## src/rtl/fifo_sa_pkg.sv

```systemverilog
package fifo_sa_pkg;

  // Advance a storage index, wrapping at the configured depth.
  function automatic int unsigned ptr_step(input int unsigned p, input int unsigned depth);
    return (p + 1 == depth) ? 0 : p + 1;
  endfunction

  // Word count after one edge, given which accesses were accepted.
  function automatic int unsigned lvl_next(input int unsigned lvl, input logic w, input logic r);
    return lvl + 32'(w) - 32'(r);
  endfunction

endpackage

```

## src/rtl/fifo_sa_ctrl.sv

```systemverilog
module fifo_sa_ctrl #(
  parameter int DEPTH     = 8,
  parameter int AW        = 3,
  parameter bit GUARD_OVF = 1'b1,
  parameter bit GUARD_UNF = 1'b1,
  parameter bit RW_FULL   = 1'b0
) (
  input  logic          clk,
  input  logic          arst,
  input  logic          sclr,
  input  logic          wr_req,
  input  logic          rd_req,
  output logic          wr_go,
  output logic          rd_go,
  output logic [AW-1:0] wr_ptr,
  output logic [AW-1:0] rd_ptr,
  output logic [AW:0]   level,
  output logic          full,
  output logic          empty
);
  import fifo_sa_pkg::*;
  localparam int LW = AW + 1;

  assign full  = (level == LW'(DEPTH));
  assign empty = (level == '0);

  // Acceptance of each request, per the guard options.
  assign rd_go = rd_req && (!GUARD_UNF || !empty);
  assign wr_go = wr_req && (!GUARD_OVF || !full || (RW_FULL && rd_req));

  always_ff @(posedge clk or posedge arst) begin
    if (arst) begin
      wr_ptr <= '0;
      rd_ptr <= '0;
      level  <= '0;
    end else if (sclr) begin
      wr_ptr <= '0;
      rd_ptr <= '0;
      level  <= '0;
    end else begin
      if (wr_go) wr_ptr <= AW'(ptr_step(32'(wr_ptr), DEPTH));
      if (rd_go) rd_ptr <= AW'(ptr_step(32'(rd_ptr), DEPTH));
      level <= LW'(lvl_next(32'(level), wr_go, rd_go));
    end
  end
endmodule

```

## src/rtl/fifo_sa_mem.sv

```systemverilog
module fifo_sa_mem #(
  parameter int DATA_W = 8,
  parameter int DEPTH  = 8,
  parameter int AW     = 3
) (
  input  logic              clk,
  input  logic              we,
  input  logic [AW-1:0]     waddr,
  input  logic [DATA_W-1:0] wdata,
  input  logic [AW-1:0]     raddr,
  output logic [DATA_W-1:0] rdata
);
  logic [DATA_W-1:0] cells [DEPTH];

  always_ff @(posedge clk) begin
    if (we) cells[waddr] <= wdata;
  end

  assign rdata = cells[raddr];
endmodule

```

## src/rtl/fifo_sa_qreg.sv

```systemverilog
module fifo_sa_qreg #(
  parameter int DATA_W = 8
) (
  input  logic              clk,
  input  logic              arst,
  input  logic              sclr,
  input  logic              load,
  input  logic [DATA_W-1:0] d,
  output logic [DATA_W-1:0] q
);
  always_ff @(posedge clk or posedge arst) begin
    if (arst)      q <= '0;
    else if (sclr) q <= '0;
    else if (load) q <= d;
  end
endmodule

```

## src/rtl/sync_fifo_sa.sv

```systemverilog
module sync_fifo_sa #(
  parameter int DATA_W     = 8,
  parameter int DEPTH      = 8,
  parameter bit SHOW_AHEAD = 1'b0,
  parameter bit GUARD_OVF  = 1'b1,
  parameter bit GUARD_UNF  = 1'b1,
  parameter bit RW_FULL    = 1'b0,
  localparam int CNT_W     = (DEPTH > 1) ? $clog2(DEPTH) : 1
) (
  input  logic              clk,
  input  logic              arst,
  input  logic              sclr,
  input  logic [DATA_W-1:0] wr_data,
  input  logic              wr_req,
  input  logic              rd_req,
  output logic [DATA_W-1:0] rd_data,
  output logic              full,
  output logic              empty,
  output logic [CNT_W-1:0]  used_cnt
);
  logic              wr_go, rd_go;
  logic [CNT_W-1:0]  wr_ptr, rd_ptr;
  logic [CNT_W:0]    level;
  logic [DATA_W-1:0] head_word;

  fifo_sa_ctrl #(
    .DEPTH(DEPTH), .AW(CNT_W), .GUARD_OVF(GUARD_OVF),
    .GUARD_UNF(GUARD_UNF), .RW_FULL(RW_FULL)
  ) u_ctrl (
    .clk(clk), .arst(arst), .sclr(sclr), .wr_req(wr_req), .rd_req(rd_req),
    .wr_go(wr_go), .rd_go(rd_go), .wr_ptr(wr_ptr), .rd_ptr(rd_ptr),
    .level(level), .full(full), .empty(empty)
  );

  fifo_sa_mem #(.DATA_W(DATA_W), .DEPTH(DEPTH), .AW(CNT_W)) u_mem (
    .clk(clk), .we(wr_go && !sclr), .waddr(wr_ptr), .wdata(wr_data),
    .raddr(rd_ptr), .rdata(head_word)
  );

  assign used_cnt = level[CNT_W-1:0];

  generate
    if (SHOW_AHEAD) begin : g_look
      assign rd_data = empty ? '0 : head_word;
    end else begin : g_reg
      fifo_sa_qreg #(.DATA_W(DATA_W)) u_q (
        .clk(clk), .arst(arst), .sclr(sclr), .load(rd_go),
        .d(head_word), .q(rd_data)
      );
    end
  endgenerate
endmodule

```

## config.mk

```make
export PLATFORM = sky130hd
export DESIGN_NAME = sync_fifo_sa
export DESIGN_NICKNAME = d
export VERILOG_FILES = /design/src/rtl/fifo_sa_pkg.sv /design/src/rtl/fifo_sa_ctrl.sv /design/src/rtl/fifo_sa_mem.sv /design/src/rtl/fifo_sa_qreg.sv /design/src/rtl/sync_fifo_sa.sv
export SDC_FILE = /design/constraint.sdc
export NUM_CORES = 1
export LEC_CHECK = 0
export CAP_MARGIN = 10
export CORE_ASPECT_RATIO = 1.2
export CORE_UTILIZATION = 40
export CTS_CLUSTER_SIZE = 16
export DETAILED_ROUTE_END_ITERATION = 10
export DONT_BUFFER_PORTS = 1
export PLACE_DENSITY = 0.53
export SLEW_MARGIN = 10
export SYNTH_ARGS = -nofsm -noshare
export SYNTH_HDL_FRONTEND = slang
export SYNTH_SLANG_ARGS = --single-unit
```

## constraint.sdc

```tcl
create_clock -name clk -period 2.44 [get_ports clk]
set_clock_uncertainty 0.1 [all_clocks]
set_input_delay 0.122 -clock clk [delete_from_list [all_inputs] [get_ports clk]]
set_output_delay 0.122 -clock clk [all_outputs]
set_load 0.005 [all_outputs]
```

==> results by group <==
Power
  • Worst vdd ir: 0.4588 mV
  • Pwr dens: around 950 nW/um^2
  • Static Leak: 1.412 nW

Worst setup path
  • Critical-path top delay cell: fa_2
  • R2R cell count: 9
  • Worst path depth: 9
  • Largest delay share family, worst path: adder cells
  • RR Startpoint: u_ctrl.level[2]$_DFF_PP0_
  • Worst setup SP type: flop
  • CP Max Fanout: 3
  • Critical path capture point type: flop
  • Critical path arrival: 2.58 ns
  • Worst path buffer plus inverter count: 2
  • Crit path kind: reg -> reg
  • Crit path largest cell delay: around 0.52 ns
  • Critical path origin: u_ctrl.level[2]$_DFF_PP0_
  • CP cell instances: inv_2 > ha_2 > or3b_4 > and2_4 > ha_4 > inv_2 > ha_4 > fa_2 > nor2b_1
  • Req. time, crit path: between 2 and 3 ns

Min path
  • Depth of the worst hold-timing path: 4
  • Worst hold start: wr_req
  • Hold Path Class: in -> reg

STA
  • Unrepaired setup endpoints after global routing: true
  • Max_slew headroom: 42.67%
  • Fin crit period: 2.405 ns
  • F_max: roughly 420 MHz
  • Final cycle utilization of the critical path: 98.59%
  • Hold Fails Final Rpt: 0
  • Setup violators final: 0
  • Max Slew Vio Count: 0
  • Worst Tran Pin Value: about 0.86 ns
  • Hold Slack: 0.05454 ns

Yosys
  • Synthesized Nets: 237
  • Syn Area/Cell: 16.18 sq um
  • Yosys warns: 0
  • Leading area contributor after synthesis: edfxtp_1
  • Mux contribution to synthesized area: 8.095%
  • Synthesized flop and latch total: 82
  • Simple-gate area share of the yosys netlist: 8.059%
  • Area fraction in compound gates after synthesis: about 6.1%
  • Largest family of logic cells by synthesized area: multiplexers
  • Xor/xnor cell area share of the yosys netlist: around 1.5%
  • EDFF count, synth: 64
  • Post-synthesis adder-cell area fraction: 3.831%
  • Ys async rst share: between 20% and 30%
  • Top cells by area, synth: edfxtp_1 56%, dfrtp_1 13%, mux4_2 5.2%
  • Synth top area share: 55.51%
  • Ys flop type: edfxtp_1
  • Sequential share of the synthesized area: 68.52%
  • Unique masters post-synth: 35
  • Gate Count Post-Synth: 214
  • Cell area after synthesis: 3462 sq um

GRT
  • Largest net degree at the start of global routing: 35
  • First-pass GRT wire length: 10230 um
  • Vias in the first global route: about 1900
  • Initial antenna violation count: 0
  • Total track usage: between 15 and 20%
  • Remaining global-route overflow: 0

Status
  • Status: completed

Floorplanning
  • Core box area: 8243 sq um
  • Die height: 103.9 um
  • # rows: 36
  • DIE AREA: 9032 sq um
  • Initial Utilization: 42.00%
  • Die width: 86.93 um
  • I/O Pins: 26

Clocking
  • H-tree level count: 3
  • Clock buffer count from CTS: 9
  • CTS root buffer: clkbuf_8
  • CTS Sinks: just over 80
  • Clock Latency Late Sink: 0.34 ns
  • Max Root-Sink Buffers: 2
  • CTS clock-pin slew for the worst setup and hold paths: roughly 0.090 ns
  • CTS tree: yes

Cells and area
  • Synth-to-Final Area Change: 16.05%
  • Cell area after layout: 4018 sq um
  • Diode count: 0
  • # fillers: approximately 700
  • Fraction of final layout cells sized beyond drive strength 1: around 24%
  • Final core utilization: about 49%
  • Final net count: 260

Routing
  • 1st-iter DRT viols: 109
  • Via count: 1818
  • Drc violations: 0
  • DR pass1 iterations: 4
  • Via-to-Cell Ratio: 5.107
  • Final ANT Viol Nets: 0
  • Routed wire length: 6613 um
  • WL/cell: 18.58 um

Placement
  • Cell Area, Placed: 3602 sq um
  • Routability Congestion: around 0.75
  • Dpl hpwl: 4111 um
  • I/O Buffers: 0

Run
  • Maxcap violations: 0
cell usage after synthesis, types with 2 or more instances:
cell	instances
a211oi_1	7
a31oi_1	8
a32o_1	8
buf_2	2
buf_4	4
buf_6	4
clkbuf_1	2
dfrtp_1	18
edfxtp_1	64
ha_1	9
inv_1	9
mux2i_1	10
mux4_2	8
nand2_1	2
nand2b_1	4
nand3_1	3
nor2_1	15
nor2b_1	10
nor3_1	2
or2_1	2
or2_2	5
xnor2_1	4
xor2_1	2
logic make-up after synthesis:
| group | after synthesis |
|---|---|
| DFF | 82 |
| and+or+nand+nor | 49 |
| AOI/OAI and AO/OA | 27 |
| buffers and inverters | 22 |
| muxes | 18 |
| adders and majority gates | 10 |
| xor gates and xnor gates | 6 |
sequential cells by signal, summed over array words and instances, names as in the netlist:
register,flops
u_ctrl.wr_ptr,3
u_ctrl.rd_ptr,3
u_ctrl.level,4
g_reg.u_q.q,8
u_mem.cells,64
cells in the final DEF (no fill, tap or decap), types with 3 or more instances in the layout:
master and n:
a211oi_1 7, a31oi_1 8, a32o_1 8, buf_4 11, clkbuf_8 9, dfrtp_1 18
dlygate4sd3_1 12, edfxtp_1 64, ha_1 6, inv_1 6, inv_2 3, inv_6 3
mux2i_1 10, mux4_2 8, nand2b_1 4, nand3_1 3, nor2_1 13, nor2b_1 10
or2_2 5, xnor2_1 4
per-layer routing:
metal	vias to the layer above	share of wire (%)	global-route usage [%]
met5	-	0	0
met4	0	1.7	7.143
met3	10	3.1	3.333
met2	34	50	25.93
met1	922	45	20.19
li1	852	-	-
what timing repair did:
item | in CTS | in global routing
gates resized for setup | 3 | 10
endpoints found under the hold margin | 99 | 0
hold buffers | 12 | 0
setup buffers | 3 | 0
setup endpoints to repair | 3 | 24
pin swaps | 1 | 3
worst register-to-register path, delay by kind of cell (launching register included):
family | cells | cell delay, ns
flops | 1 | 0.40
simple gates | 3 | 0.65
fa+ha+maj | 4 | 1.08
buf+inv | 2 | 0.12
area by class of cell:
type                       count  area [sq um]  share of cell area [%]
multi-input combinational    110          1011                   25.16
timing repair buffer          25         234.0                   5.824
sequential                    82          2372                   59.05
clock buffer                   9         123.9                   3.083
tap                          114         142.6                   3.550
inverter                       9         33.78                  0.8409
clock inverter                 7         100.1                   2.491
worst paths after layout:
path                                                 to  slack (ns)
min                        u_ctrl.wr_ptr[0]$_DFFE_PP0P_        0.05
max in group asynchronous    g_reg.u_q.q[0]$_DFFE_PP0P_        1.49
min reg2reg                  g_reg.u_q.q[6]$_DFFE_PP0P_        0.42
max                           u_ctrl.level[1]$_DFF_PP0_        0.03
max reg2reg                   u_ctrl.level[1]$_DFF_PP0_        0.03
min in group asynchronous    g_reg.u_q.q[7]$_DFFE_PP0P_        0.26
report_power, final:
part,leakage [nW],internal (W),switching (W)
registers,0.819,0.00163,0.000127
clock network,0.115,0.000587,0.000506
logic,0.478,0.000510,0.000441
total,1.41,0.00272,0.00107
stage by stage:
| stage | setup TNS, ns | instances | worst slack (ns) | total power (W) |
|---|---|---|---|---|
| final | 0 | 356 | 0.03451 | 0.003799 |
| after global routing | -0.08693 | 356 | -0.04757 | 0.003992 |
| after CTS | 0 | 356 | 0.007938 | 0.003802 |
| after detailed placement | -0.08819 | 325 | -0.04524 | 0.002638 |
| after global placement | 0 | 325 | 0.06691 | 0.002584 |
| after floorplan | 0 | 214 | 0.01717 | 0.002469 |
(Power assumes the default switching activity.)
